<file path="config.mk">
export PLATFORM = sky130hd
export DESIGN_NAME = async_mem_seq
export DESIGN_NICKNAME = d
export VERILOG_FILES = /design/src/rtl/amseq_pkg.sv /design/src/rtl/amseq_downcnt.sv /design/src/rtl/amseq_rdcap.sv /design/src/rtl/async_mem_seq.sv
export SDC_FILE = /design/constraint.sdc
export NUM_CORES = 1
export LEC_CHECK = 0
export ABC_AREA = 0
export CORE_UTILIZATION = 47
export CTS_CLUSTER_DIAMETER = 50
export DETAILED_ROUTE_END_ITERATION = 8
export PLACE_DENSITY = 0.86
export RECOVER_POWER = 25
export SETUP_SLACK_MARGIN = 0.05
export SLEW_MARGIN = 40
export SYNTH_ARGS = -nofsm -noshare
export SYNTH_HDL_FRONTEND = slang
export SYNTH_SLANG_ARGS = --single-unit
</file>
<file path="constraint.sdc">
create_clock -name clk -period 5.8 [get_ports clk]
set_input_delay 0.58 -clock clk [delete_from_list [all_inputs] [get_ports clk]]
set_output_delay 0.58 -clock clk [all_outputs]
set_load 0.01 [all_outputs]
</file>
<file path="src/rtl/amseq_pkg.sv">
package amseq_pkg;

    localparam int WAIT_W = 5;
    localparam int HOLD_W = 3;
    localparam int WCNT_W = WAIT_W + 1;

    typedef enum logic [2:0] {
        ST_IDLE   = 3'd0,
        ST_STROBE = 3'd1,
        ST_ACKW   = 3'd2,
        ST_HOLD   = 3'd3,
        ST_DONE   = 3'd4
    } seq_state_e;

    // A field value of zero selects the longest wait.
    function automatic logic [WCNT_W-1:0] eff_wait(input logic [WAIT_W-1:0] w);
        return (w == '0) ? WCNT_W'(1 << WAIT_W) : {1'b0, w};
    endfunction

endpackage

</file>
<file path="src/rtl/amseq_downcnt.sv">
module amseq_downcnt #(
    parameter int W = 6
) (
    input  logic         clk,
    input  logic         rst_n,
    input  logic         load,
    input  logic [W-1:0] load_val,
    input  logic         dec,
    output logic         last
);
    logic [W-1:0] cnt_d, cnt_q;

    always_comb begin
        cnt_d = cnt_q;
        if (load)
            cnt_d = load_val;
        else if (dec && cnt_q != '0)
            cnt_d = cnt_q - 1'b1;
    end

    always_ff @(posedge clk or negedge rst_n) begin
        if (!rst_n) cnt_q <= '0;
        else        cnt_q <= cnt_d;
    end

    assign last = (cnt_q == W'(1));


    no_underflow_chk: assert property (@(posedge clk) disable iff (!rst_n)
        (dec && !load) |-> (cnt_q != '0));

endmodule

</file>
<file path="src/rtl/amseq_rdcap.sv">
module amseq_rdcap #(
    parameter int DATA_W = 32
) (
    input  logic              clk,
    input  logic              rst_n,
    input  logic              capture,
    input  logic [DATA_W-1:0] din,
    output logic [DATA_W-1:0] dout
);
    logic [DATA_W-1:0] data_d, data_q;

    always_comb begin
        data_d = data_q;
        if (capture) data_d = din;
    end

    always_ff @(posedge clk or negedge rst_n) begin
        if (!rst_n) data_q <= '0;
        else        data_q <= data_d;
    end

    assign dout = data_q;

endmodule

</file>
<file path="src/rtl/async_mem_seq.sv">
module async_mem_seq
    import amseq_pkg::*;
#(
    parameter  int ADDR_W    = 24,
    parameter  int DATA_W    = 32,
    parameter  int NUM_BANKS = 4,
    localparam int BANK_IW   = (NUM_BANKS > 1) ? $clog2(NUM_BANKS) : 1
) (
    input  logic                 clk,
    input  logic                 rst_n,
    input  logic                 req_valid,
    input  logic                 req_write,
    input  logic [ADDR_W-1:0]    req_addr,
    input  logic [DATA_W-1:0]    req_wdata,
    input  logic [BANK_IW-1:0]   req_bank,
    input  logic [WAIT_W-1:0]    cfg_wait,
    input  logic                 cfg_ack_en,
    input  logic [HOLD_W-1:0]    cfg_hold,
    input  logic                 ack_in,
    input  logic [DATA_W-1:0]    mem_rdata,
    output logic                 ready,
    output logic                 rd_stb,
    output logic                 wr_stb,
    output logic [ADDR_W-1:0]    mem_addr,
    output logic [DATA_W-1:0]    mem_wdata,
    output logic                 data_oe,
    output logic [NUM_BANKS-1:0] bank_sel,
    output logic [DATA_W-1:0]    rd_data,
    output logic                 done
);

    typedef struct packed {
        seq_state_e          st;
        logic                wr;
        logic                ack_en;
        logic [HOLD_W-1:0]   hold;
        logic [ADDR_W-1:0]   addr;
        logic [DATA_W-1:0]   wdata;
        logic [BANK_IW-1:0]  bank;
    } seq_regs_t;

    seq_regs_t r_d, r_q;

    logic accept, wait_last, hold_last, strobe_end, in_strobe, active;

    assign accept    = (r_q.st == ST_IDLE) && req_valid;
    assign in_strobe = (r_q.st == ST_STROBE) || (r_q.st == ST_ACKW);
    assign active    = in_strobe || (r_q.st == ST_HOLD);
    assign strobe_end = ((r_q.st == ST_STROBE) && wait_last && (!r_q.ack_en || ack_in))
                     || ((r_q.st == ST_ACKW) && ack_in);

    amseq_downcnt #(.W(WCNT_W)) u_wait_cnt (
        .clk      (clk),
        .rst_n    (rst_n),
        .load     (accept),
        .load_val (eff_wait(cfg_wait)),
        .dec      (r_q.st == ST_STROBE),
        .last     (wait_last)
    );

    amseq_downcnt #(.W(HOLD_W)) u_hold_cnt (
        .clk      (clk),
        .rst_n    (rst_n),
        .load     (strobe_end && r_q.wr),
        .load_val (r_q.hold),
        .dec      (r_q.st == ST_HOLD),
        .last     (hold_last)
    );

    amseq_rdcap #(.DATA_W(DATA_W)) u_rdcap (
        .clk     (clk),
        .rst_n   (rst_n),
        .capture (strobe_end && !r_q.wr),
        .din     (mem_rdata),
        .dout    (rd_data)
    );

    always_comb begin
        r_d = r_q;
        unique case (r_q.st)
            ST_IDLE: begin
                if (req_valid) begin
                    r_d.st     = ST_STROBE;
                    r_d.wr     = req_write;
                    r_d.ack_en = cfg_ack_en;
                    r_d.hold   = cfg_hold;
                    r_d.addr   = req_addr;
                    r_d.wdata  = req_wdata;
                    r_d.bank   = req_bank;
                end
            end
            ST_STROBE: begin
                if (wait_last) begin
                    if (r_q.ack_en && !ack_in)
                        r_d.st = ST_ACKW;
                    else
                        r_d.st = (r_q.wr && r_q.hold != '0) ? ST_HOLD : ST_DONE;
                end
            end
            ST_ACKW: begin
                if (ack_in)
                    r_d.st = (r_q.wr && r_q.hold != '0) ? ST_HOLD : ST_DONE;
            end
            ST_HOLD: begin
                if (hold_last) r_d.st = ST_DONE;
            end
            ST_DONE:  r_d.st = ST_IDLE;
            default:  r_d.st = ST_IDLE;
        endcase
    end

    always_ff @(posedge clk or negedge rst_n) begin
        if (!rst_n) r_q <= '{st: ST_IDLE, default: '0};
        else        r_q <= r_d;
    end

    assign ready     = (r_q.st == ST_IDLE);
    assign done      = (r_q.st == ST_DONE);
    assign rd_stb    = in_strobe && !r_q.wr;
    assign wr_stb    = in_strobe && r_q.wr;
    assign data_oe   = active && r_q.wr;
    assign mem_addr  = r_q.addr;
    assign mem_wdata = r_q.wdata;

    for (genvar b = 0; b < NUM_BANKS; b++) begin : g_bank
        assign bank_sel[b] = active && (r_q.bank == BANK_IW'(b));
    end


    strobe_start_chk: assert property (@(posedge clk) disable iff (!rst_n)
        (ready && req_valid) |=> (rd_stb || wr_stb));


    early_ack_ignored_chk: assert property (@(posedge clk) disable iff (!rst_n)
        ((r_q.st == ST_STROBE) && !wait_last) |=> (rd_stb || wr_stb));


    ack_extend_chk: assert property (@(posedge clk) disable iff (!rst_n)
        (in_strobe && r_q.ack_en && !ack_in && (wait_last || r_q.st == ST_ACKW))
        |=> (rd_stb || wr_stb));


    hold_quiet_chk: assert property (@(posedge clk) disable iff (!rst_n)
        (r_q.st == ST_HOLD) |-> (!rd_stb && !wr_stb && data_oe));


    bus_stable_chk: assert property (@(posedge clk) disable iff (!rst_n)
        (active && $past(active)) |-> ($stable(mem_addr) && $stable(mem_wdata) && $stable(bank_sel)));


    done_pulse_chk: assert property (@(posedge clk) disable iff (!rst_n)
        done |=> (!done && ready));


    busy_ignore_chk: assert property (@(posedge clk) disable iff (!rst_n)
        (!ready && req_valid) |=> $stable(mem_addr));


    bank_onehot_chk: assert property (@(posedge clk) disable iff (!rst_n)
        (rd_stb || wr_stb) |-> ($countones(bank_sel) == 1));

endmodule

</file>
==> metrics.md <==
| Metric | Value |
|---|---|
| Outcome | `complete, but fails checks` |
| Failing checks | `max-capacitance violations, max-slew violations` |
| Fillers | `815` |
| CP required | `5.22 ns` |
| Peak VDD IR | `0.246 mV` |
| Clock Latency Late Sink | `0.36 ns` |
| H-tree levels | `3` |
| Synth Cell Area | `5090 sq um` |
| Area grow syn2layout | `36.2%` |
| Unrepaired setup endpoints after global routing | `no` |
| Via/cell ratio | `4.99` |
| Global route overflow | `0` |
| P_leak | `3.29 nW` |
| Largest cells by area after synthesis | `dfrtp_1 53%, nand2_1 14%, mux2_4 8.8%` |
| Initial Utilization | `48.9%` |
| TritonRoute pass-1 iters | `5` |
| Final min period | `2.79 ns` |
| CTS Sinks | `107` |
| Max-slew violation count | `33` |
| Multi-input logic area | `1870 sq um` |
| Worst-path clk slew | `0.10 ns` |
| Post-synth top area cell | `dfrtp_1` |
| Antenna diodes | `0` |
| Count leader, synth | `nand2_1` |
| Hold Vio Cnt, Final | `0` |
| Initial antenna violation count | `0` |
| Nets | `751` |
| Synth unique cells | `48` |
| Synthesized Nets | `615` |
| Seq. cell area | `2680 sq um` |
| Clk buf depth | `2` |
| Post-CTS sizing | `0` |
| HPWL after DPL | `8.51 mm` |
| Most frequent cells after synthesis | `190 x nand2_1, 107 x dfrtp_1, 56 x buf_4` |
| Global-route wire length before repair | `18.8 mm` |
| Crit Path Category | `reg2out` |
| Syn Inst Count | `505` |
| Final ANT Viol Nets | `0` |
| IO Pins | `201` |
| Hold buffer count at cts | `0` |
| WL/cell | `14.8 um` |
| Tcrit/Tclk final | `48.0%` |
| Layout cells sized above 1 | `9.60%` |
| Core Util, Final | `66.6%` |
| Slew at the pin with the worst max-slew slack | `1.63 ns` |
| Worst slack at placement | `3.05 ns` |
| Port Buffers | `200` |
| Die width | `106 um` |
| Post-synth EDFFs | `0` |
| P per Cell Area | `536 nW/um^2` |
| Crit path cell chain | `nor3b_1 -> nor2_1 -> nor2_1 -> clkdlybuf4s50_1` |
| Total wire length | `11.6 mm` |
| Top delay family on crit path | `simple AND/OR/NAND/NOR gates` |
| Core ar. | `10400 sq um` |
| Vias in the first global route | `3947` |
| Setup-failing EPs final | `0` |
| Worst Skew | `0.0176 ns` |
| Synth Register Bits | `107` |
| Worst hold slack | `0.485 ns` |
| Post-CTS Setup Inserts | `0` |
| Routed via count | `3901` |
| Clk root buf | `clkbuf_8` |
| Synth top area share | `52.6%` |
| Sequential area share after synthesis | `52.6%` |
| Buf/Inv on CP | `1` |
| Worst setup margin | `3.01 ns` |
| CP arrival | `2.21 ns` |
| CP max FO | `16` |
| Fin Setup TNS | `0 ns` |
| Residual DRC count | `0` |
| Die height | `106 um` |
| GRT Util Overall | `21.2%` |
| Cts bufs inserted | `9` |
| Largest net degree at the start of global routing | `77` |
| Avg Inst Size Synth | `10.1 sq um` |
| Max-slew headroom | `-8.34%` |
| Startpoint Class | `register` |
| Crit. End Element | `output port` |
| Asr flop ratio synth | `100%` |
| CP max stage delay | `0.62 ns` |
| Iter 0 DRT Violations | `210` |
| Die area | `11300 sq um` |
| FP Rows | `37` |
| Max Clk Rate | `359 MHz` |
| # Max-Cap Violations | `1` |
| Yosys warnings | `0` |
| Post-synth top flop | `dfrtp_1` |
| Critical path's most frequent cell | `nor2_1` |
| Gpl congestion | `0.800` |
| Worst Hold Class | `reg2reg` |
| Crit path max-delay cell type | `dfrtp_1` |
| CTS tree | `done` |
## worst reg2reg max path, stage by stage (launching register included)
cell and delay (ns):
dfrtp_1 0.42, inv_1 0.11, ha_1 0.18, or4b_4 0.51
o21bai_2 0.24, a31oi_4 0.10, buf_4 0.31, mux2_4 0.40
## layout make-up
class / instances / area share (%)
multi-input combinational: 314 / 26.9
timing repair buffer: 203 / 29.2
inverter: 6 / 0.325
sequential: 107 / 38.6
tap: 136 / 2.45
clock buffer: 10 / 1.84
clock inverter: 6 / 0.686
## worst paths after layout
kind,start,to,slack [ns],cells after the start
max,r_q[64]$_DFFE_PN0P_,rd_stb,3.01,4
min,mem_addr[22]$_DFFE_PN0P_,mem_addr[22]$_DFFE_PN0P_,0.48,2
max reg2reg,u_wait_cnt.cnt_q[1]$_DFFE_PN0P_,u_rdcap.dout[24]$_DFFE_PN0P_,3.43,7
min reg2reg,mem_addr[22]$_DFFE_PN0P_,mem_addr[22]$_DFFE_PN0P_,0.48,2
max in group asynchronous,rst_n,mem_wdata[9]$_DFFE_PN0P_,3.80,2
min in group asynchronous,rst_n,mem_addr[20]$_DFFE_PN0P_,0.61,1
## power breakdown
group	switching, mW	internal, mW	leakage (nW)
clock	0.251	0.160	0.0872
sequential	0.270	1.12	1.33
combinational	0.861	1.06	1.87
## registers in the layout (all words and copies together), names as in the netlist
| name | count |
|---|---|
| u_wait_cnt.cnt_q | 6 |
| mem_addr | 24 |
| u_rdcap.dout | 32 |
| mem_wdata | 32 |
| r_q | 10 |
| u_hold_cnt.cnt_q | 3 |
## metal layers
layer	vias to the layer above	track usage, %	part of all wire (%)
met5	-	0	0
met4	0	6.55	1.5
met3	16	4.97	6.9
met2	168	37.6	51
met1	1874	25.4	41
li1	1843	-	-
## layout by cell type, fill, tap and decap left out, types with 2 or more instances in the layout
cell type | netlist | layout
a211oi_1 | 2 | 2
a21oi_1 | 3 | 3
and3_1 | 2 | 2
buf_4 | 56 | 2
clkbuf_1 | 17 | 2
clkbuf_8 | 0 | 9
clkdlybuf4s50_1 | 0 | 199
clkinv_4 | 0 | 2
dfrtp_1 | 107 | 107
ha_1 | 6 | 6
inv_1 | 6 | 6
inv_6 | 0 | 2
mux2_2 | 5 | 5
mux2_4 | 30 | 30
mux2i_1 | 3 | 3
nand2_1 | 190 | 190
nand2b_1 | 4 | 4
nor2_1 | 16 | 16
nor2b_1 | 2 | 2
nor3_1 | 9 | 9
nor3b_1 | 3 | 3
nor4_1 | 3 | 3
o21ai_0 | 5 | 5
or4_1 | 2 | 2
or4b_4 | 2 | 2
xnor2_1 | 2 | 2
## metrics by stage
step | cells | power (mW) | area [sq um]
6_report | 782 | 3.72 | 6940
5_1_grt | 782 | 3.99 | 6940
4_1_cts | 782 | 3.76 | 6940
3_5_place_dp | 766 | 3.33 | 6760
3_3_place_gp | 766 | 3.24 | 6760
2_1_floorplan | 505 | 2.61 | 5090
## kinds of logic after synthesis
group / after synthesis / share of synthesized area [%]
buffers and inverters: 84 / 10.8
AO/OA/AOI/OAI: 24 / 3.64
AND/OR/NAND/NOR: 243 / 20.5
multiplexers: 38 / 10.5
adder cells (fa/ha/maj): 6 / 1.47
flip-flops: 107 / 52.6
XOR/XNOR: 3 / 0.516
(Power assumes the default switching activity.)
